==> src/rtl/scv_pkg.sv <==
package scv_pkg;

   // Control pins after synchronisation, packed in a fixed order
   typedef struct packed {
      logic swap;
      logic rd;
      logic cs_n;
   } ctl_t;

   localparam int CTL_W = $bits(ctl_t);

   // Idle values: no swap, read selected, chip deselected
   localparam ctl_t CTL_IDLE = '{swap: 1'b0, rd: 1'b1, cs_n: 1'b1};

   typedef enum logic {
      SEQ_IDLE = 1'b0,
      SEQ_RUN  = 1'b1
   } seq_state_t;

endpackage

==> src/rtl/scv_sync.sv <==
module scv_sync #(
   parameter int               WIDTH   = 3,
   parameter int               STAGES  = 2,
   parameter logic [WIDTH-1:0] RST_VAL = '1
) (
   input  logic             clk,
   input  logic             rst_n,
   input  logic [WIDTH-1:0] async_i,
   output logic [WIDTH-1:0] sync_o
);

   logic [STAGES-1:0][WIDTH-1:0] stg_q;

   always_ff @(posedge clk or negedge rst_n) begin
      if (!rst_n) begin
         stg_q <= {STAGES{RST_VAL}};
      end else begin
         stg_q <= {stg_q[STAGES-2:0], async_i};
      end
   end

   assign sync_o = stg_q[STAGES-1];

endmodule

==> src/rtl/scv_seq.sv <==
module scv_seq
   import scv_pkg::*;
#(
   parameter int DATA_W     = 16,
   parameter int CONV_CYC   = 20,
   parameter int BUSY_DLY   = 2,
   parameter int VALID_LEAD = 2
) (
   input  logic              clk,
   input  logic              rst_n,
   input  logic              conv_req_i,
   input  logic [DATA_W-1:0] sample_i,
   output logic              active_o,
   output logic              busy_n_o,
   output logic              valid_o,
   output logic [DATA_W-1:0] result_o
);

   localparam int            CNT_W    = $clog2(CONV_CYC + 1);
   localparam logic [CNT_W-1:0] BUSY_AT  = CNT_W'(BUSY_DLY - 1);
   localparam logic [CNT_W-1:0] LATCH_AT = CNT_W'(CONV_CYC - VALID_LEAD);
   localparam logic [CNT_W-1:0] END_AT   = CNT_W'(CONV_CYC);

   seq_state_t        st_q;
   logic [CNT_W-1:0]  cnt_q;
   logic              req_d_q;
   logic              start;
   logic [DATA_W-1:0] hold_q;
   logic [DATA_W-1:0] result_q;
   logic              busy_n_q;
   logic              valid_q;

   // A new request level that is not a continuation of the previous one
   assign start = conv_req_i & ~req_d_q;

   always_ff @(posedge clk or negedge rst_n) begin
      if (!rst_n) begin
         req_d_q <= 1'b0;
      end else begin
         req_d_q <= conv_req_i;
      end
   end

   always_ff @(posedge clk or negedge rst_n) begin
      if (!rst_n) begin
         st_q     <= SEQ_IDLE;
         cnt_q    <= '0;
         hold_q   <= '0;
         result_q <= '0;
         busy_n_q <= 1'b1;
         valid_q  <= 1'b0;
      end else begin
         unique case (st_q)
            SEQ_IDLE: begin
               if (start) begin
                  st_q   <= SEQ_RUN;
                  cnt_q  <= '0;
                  hold_q <= sample_i;
               end
            end
            SEQ_RUN: begin
               // Requests are deliberately not looked at in this state
               cnt_q <= cnt_q + 1'b1;
               if (cnt_q == BUSY_AT) begin
                  busy_n_q <= 1'b0;
               end
               if (cnt_q == LATCH_AT) begin
                  result_q <= hold_q;
                  valid_q  <= 1'b1;
               end
               if (cnt_q == END_AT) begin
                  st_q     <= SEQ_IDLE;
                  cnt_q    <= '0;
                  busy_n_q <= 1'b1;
               end
            end
            default: st_q <= SEQ_IDLE;
         endcase
      end
   end

   assign active_o = (st_q == SEQ_RUN);
   assign busy_n_o = busy_n_q;
   assign valid_o  = valid_q;
   assign result_o = result_q;

endmodule

==> src/rtl/scv_outbus.sv <==
module scv_outbus #(
   parameter int DATA_W       = 16,
   parameter bit READ_IN_CONV = 1'b1
) (
   input  logic              clk,
   input  logic              rst_n,
   input  logic [DATA_W-1:0] result_i,
   input  logic              swap_i,
   input  logic              cs_n_i,
   input  logic              rd_i,
   input  logic              active_i,
   output logic [DATA_W-1:0] data_o,
   output logic              oe_o
);

   localparam int HALF = DATA_W / 2;

   logic [DATA_W-1:0] swapped;
   logic              rd_ok;
   logic [DATA_W-1:0] data_q;
   logic              oe_q;

   // Half exchange: bit i of the pins takes result bit (i + HALF) mod DATA_W
   for (genvar i = 0; i < DATA_W; i++) begin : g_swap
      assign swapped[i] = result_i[(i + HALF) % DATA_W];
   end

   assign rd_ok = READ_IN_CONV | ~active_i;

   always_ff @(posedge clk or negedge rst_n) begin
      if (!rst_n) begin
         data_q <= '0;
         oe_q   <= 1'b0;
      end else begin
         data_q <= swap_i ? swapped : result_i;
         oe_q   <= ~cs_n_i & rd_i & rd_ok;
      end
   end

   assign data_o = data_q;
   assign oe_o   = oe_q;

endmodule

==> src/rtl/samp_conv_if.sv <==
module samp_conv_if
   import scv_pkg::*;
#(
   parameter int DATA_W       = 16,
   parameter int SYNC_STAGES  = 2,
   parameter int CONV_CYC     = 20,
   parameter int BUSY_DLY     = 2,
   parameter int VALID_LEAD   = 2,
   parameter bit READ_IN_CONV = 1'b1
) (
   input  logic              clk,
   input  logic              rst_n,
   input  logic              cs_n,
   input  logic              rd_cnv,
   input  logic              byte_swap,
   input  logic [DATA_W-1:0] sample_code,
   output logic              busy_n,
   output logic [DATA_W-1:0] data_o,
   output logic              data_oe,
   output logic              result_valid
);

   // Elaboration-time parameter checks
   if (DATA_W < 2 || (DATA_W % 2) != 0) begin : g_bad_width
      $error("samp_conv_if: DATA_W must be even and at least 2");
   end
   if (SYNC_STAGES < 2) begin : g_bad_sync
      $error("samp_conv_if: SYNC_STAGES must be at least 2");
   end
   if (BUSY_DLY < 1) begin : g_bad_busy
      $error("samp_conv_if: BUSY_DLY must be at least 1");
   end
   if (VALID_LEAD < 1) begin : g_bad_lead
      $error("samp_conv_if: VALID_LEAD must be at least 1");
   end
   if (BUSY_DLY >= CONV_CYC - VALID_LEAD) begin : g_bad_order
      $error("samp_conv_if: busy must fall before the result is latched");
   end

   ctl_t              ctl_raw;
   logic [CTL_W-1:0]  ctl_sync_vec;
   ctl_t              ctl_s;
   logic              conv_req;
   logic              active;
   logic [DATA_W-1:0] result;

   assign ctl_raw = '{swap: byte_swap, rd: rd_cnv, cs_n: cs_n};

   scv_sync #(
      .WIDTH   (CTL_W),
      .STAGES  (SYNC_STAGES),
      .RST_VAL (CTL_IDLE)
   ) i_sync (
      .clk     (clk),
      .rst_n   (rst_n),
      .async_i (ctl_raw),
      .sync_o  (ctl_sync_vec)
   );

   assign ctl_s = ctl_t'(ctl_sync_vec);

   // Chip select and read/convert combine: both low means conversion request
   assign conv_req = ~ctl_s.cs_n & ~ctl_s.rd;

   scv_seq #(
      .DATA_W     (DATA_W),
      .CONV_CYC   (CONV_CYC),
      .BUSY_DLY   (BUSY_DLY),
      .VALID_LEAD (VALID_LEAD)
   ) i_seq (
      .clk        (clk),
      .rst_n      (rst_n),
      .conv_req_i (conv_req),
      .sample_i   (sample_code),
      .active_o   (active),
      .busy_n_o   (busy_n),
      .valid_o    (result_valid),
      .result_o   (result)
   );

   scv_outbus #(
      .DATA_W       (DATA_W),
      .READ_IN_CONV (READ_IN_CONV)
   ) i_outbus (
      .clk      (clk),
      .rst_n    (rst_n),
      .result_i (result),
      .swap_i   (ctl_s.swap),
      .cs_n_i   (ctl_s.cs_n),
      .rd_i     (ctl_s.rd),
      .active_i (active),
      .data_o   (data_o),
      .oe_o     (data_oe)
   );

endmodule

==> config.mk <==
export PLATFORM = sky130hd
export DESIGN_NAME = samp_conv_if
export DESIGN_NICKNAME = d
export VERILOG_FILES = /design/src/rtl/scv_pkg.sv /design/src/rtl/scv_sync.sv /design/src/rtl/scv_seq.sv /design/src/rtl/scv_outbus.sv /design/src/rtl/samp_conv_if.sv
export SDC_FILE = /design/constraint.sdc
export NUM_CORES = 1
export LEC_CHECK = 0
export BUFFER_PORTS_ARGS = -buffer_cell sky130_fd_sc_hd__buf_2
export CAP_MARGIN = 5
export CORE_MARGIN = 10
export CORE_UTILIZATION = 40
export DETAILED_ROUTE_END_ITERATION = 8
export HOLD_SLACK_MARGIN = 0.1
export PLACE_DENSITY = 0.69
export SKIP_LAST_GASP = 1
export SLEW_MARGIN = 5
export SYNTH_ARGS = -nofsm -noshare
export SYNTH_HDL_FRONTEND = slang
export SYNTH_SLANG_ARGS = --single-unit
==> constraint.sdc <==
create_clock -name clk -period 2.4 [get_ports clk]
set_clock_uncertainty 0.1 [all_clocks]
set_input_delay 0.24 -clock clk [delete_from_list [all_inputs] [get_ports clk]]
set_output_delay 0.24 -clock clk [all_outputs]
set_load 0.03 [all_outputs]
==> results.yml <==
sta:
  hold_viol_final: 0
  whs_ps: 249
  slew_headroom_pct: 52.5
  final.setup.tns_ps: 0
  period_share_pct: 73.4
  max_freq_ghz: 0.567
  setup_violations: 0
  rsz0062_at_grt: "false"
  fin_crit_ps: 1760
  slew_violations: 0
  tightestPinTransition_ps: 713
  setup_ws_ps: 637
power_and_ir_drop:
  ir_worst_vdd_mv: 0.644
  pwr-share-clk_pct: 20.4
  power_density_nw_per_um2: 1230
  power_leakage_nw: 1.41
  p_int_w: 0.00253
  sw_frac_of_total_pct: 34.2
  seq_power_share_pct: 47.7
  p_comb_share_pct: 31.9
  power_switching_w: 0.00132
yosys:
  synth-seq-area-share_pct: 64.3
  synth-seq-cells: 64
  async_reset_ff_share_pct: 100
  synthFlopType: "dfrtp_1"
  synth-warning-count: 0
  avgSynthCellArea_um2: 15.9
  syn_area_um2: 2500
  synthDistinctLibCells: 28
  synth_edf_count: 0
  syn_nets: 182
  netlist_instances: 157
cts:
  cts.sinks: 64
  cts-buffers-inserted: 9
  clk_pin_slew_ps: 70
  cts_root_buf: "clkbuf_8"
  cts_tree: "done"
  ctsResizeCount: 0
  clock_latency_ps: 330
  cts_max_path_buffers: 2
  htree_levels: 3
cells_and_area:
  drive_gt1_share_pct: 49.6
  area_growth_pct: 25.1
  antenna_cells: 0
  finalNetCount: 248
  fillers: 504
run_status:
  outcome: "completed"
critical_path:
  cp-end-kind: "register"
  crit_arrival_ps: 1870
  slowest_stage: "dfrtp_1"
  r2r-start: "i_seq.active_o$_DFF_PN0_"
  cpPeakStageDelay_ps: 580
  cp_cell_sequence: "and2b_2, nand4b_4, mux2_2"
  path_max_fanout: 17
  path_class: "register to register"
  crit_family: "simple AND/OR/NAND/NOR gates"
  path_buf_inv: 0
  cp-start-kind: "register"
  critical_path_required_ps: 2510
  cp-startpoint: "i_seq.active_o$_DFF_PN0_"
floorplan:
  die_width_um: 99.1
  ios: 40
  dieArea_um2: 9810
  start_util_pct: 41.7
  num_rows: 28
  core_um2: 5990
  die_h_um: 99.1
route:
  drc: 0
  drtPass1Iterations: 4
  routed_via_density: 4.80
  wire_per_inst_um: 15.4
  antenna_left: 0
  drt_iter0_markers: 44
  routed_wl_mm: 4.66
  num_vias: 1453
placed_design:
  dpl.hpwl_mm: 3.14
  routabilityCongestion: 0.852
  place_ws_ps: 635
  io_buffers: 39
global_route:
  grt_max_degree: 30
  grt.total_usage_pct: 10.2
  grt_pass1_vias: 1622
  gr-total-overflow: 0
  grt_pass1_wl_mm: 7.99
  antenna_found_initial: 0
min_path:
  hp-class: "register to register"
  hold_start: "i_sync.stg_q[2]$_DFF_PN0_"
run:
  maxCapViolations: 0
[per-layer routing]
| metal | global-route usage (%) | routed length, µm | up-vias |
|---|---|---|---|
| met2 | 14.8 | 2180 | 39 |
| met4 | 3.97 | 35 | 0 |
| met5 | 0 | 0 | - |
| li1 | - | - | 691 |
| met1 | 12.9 | 2170 | 719 |
| met3 | 4.68 | 265 | 4 |
[final cells by class]
type | count | area (µm²) | area share, %
inverters | 3 | 11.3 | 0.360
clock inverters | 4 | 20.0 | 0.640
flip-flops and latches | 64 | 1610 | 51.4
multi-input cells | 83 | 831 | 26.6
clock buffers | 12 | 145 | 4.64
repair buffers | 62 | 418 | 13.4
well taps | 75 | 93.8 | 3.00
[state kept, by name (all words and copies together) (netlist names)]
| register | cells |
|---|---|
| i_outbus.data_o | 16 |
| i_outbus.oe_o | 1 |
| i_seq.active_o | 1 |
| i_seq.busy_n_o | 1 |
| i_seq.cnt_q | 5 |
| i_seq.hold_q | 16 |
| i_seq.req_d_q | 1 |
| i_seq.result_o | 16 |
| i_seq.valid_o | 1 |
| i_sync.stg_q | 3 |
| i_sync.sync_o | 3 |
[what timing repair did]
action                                 4_1_cts  5_1_grt
hold buffers                                20        0
setup buffers                                0        0
endpoints found under the hold margin       46        0
[cells by family (layout without fill, tap and decap cells)]
logic type,after synthesis,count (layout),share of synthesized area [%]
compound gates,10,10,3.25
fa+ha+maj,4,4,2.00
buf+inv,10,81,2.45
flops,64,64,64.3
mux,50,50,22.5
simple gates,19,19,5.51
[power by group through the flow]
stage | clock (W) | sequential [W] | combinational (W)
after floorplan | 0 | 0.00202 | 0.000696
after global placement | 0 | 0.00183 | 0.00120
after detailed placement | 0 | 0.00185 | 0.00122
final | 0.000783 | 0.00184 | 0.00123
after CTS | 0.000810 | 0.00184 | 0.00126
after global routing | 0.000853 | 0.00191 | 0.00135
[metrics by stage]
stage | total power [W] | cells | area (µm²) | utilization (%)
final | 0.00385 | 303 | 3130 | 52.2
after global routing | 0.00411 | 303 | 3130 | 52.2
after CTS | 0.00390 | 303 | 3130 | 52.2
after detailed placement | 0.00308 | 267 | 2760 | 46.1
after global placement | 0.00303 | 267 | 2760 | 46.1
after floorplan | 0.00272 | 157 | 2500 | -
[final timing paths]
kind / end / slack, ps / cells past startpoint
min: i_sync.sync_o[2]$_DFF_PN0_ / 250 / 0
min reg2reg: i_sync.sync_o[2]$_DFF_PN0_ / 250 / 0
max: i_seq.result_o[11]$_DFFE_PN0P_ / 640 / 3
max in group asynchronous: i_sync.stg_q[0]$_DFF_PN1_ / 1130 / 3
max reg2reg: i_seq.result_o[11]$_DFFE_PN0P_ / 640 / 3
min in group asynchronous: i_seq.hold_q[5]$_DFFE_PN0P_ / 350 / 2
[worst reg2reg max path, delay by kind of cell, from the launching register on]
family           cells  cell delay [ps]
flip-flops           1              580
multiplexers         1              380
AND/OR/NAND/NOR      2              590
[cell usage after synthesis (2+ instances only)]
master / instances / share of area [%]
a211o_1: 2 / 0.70
a21oi_1: 2 / 0.40
a32o_1: 2 / 0.80
buf_6: 3 / 1.4
clkbuf_1: 3 / 0.45
dfrtp_1: 59 / 59
dfstp_2: 5 / 5.3
ha_1: 4 / 2.0
inv_1: 3 / 0.45
mux2_2: 49 / 22
nand2_1: 4 / 0.60
nor2_1: 4 / 0.60
nor3_1: 2 / 0.40
[cell usage in the layout, fill, tap and decap left out, types with 2 or more instances in the layout]
master         synthesis  layout
buf_2                  1      39
nor2_1                 4       4
dfrtp_1               59      59
a21oi_1                2       2
nor3_1                 2       2
dfstp_2                5       5
a211o_1                2       2
dlygate4sd3_1          0      20
clkbuf_1               3       2
mux2_2                49      49
ha_1                   4       4
nand2_1                4       4
clkbuf_8               0      10
buf_4                  0       3
a32o_1                 2       2
clkinv_2               0       4
inv_1                  3       3
Note: power is estimated with default switching activity, not from simulation.
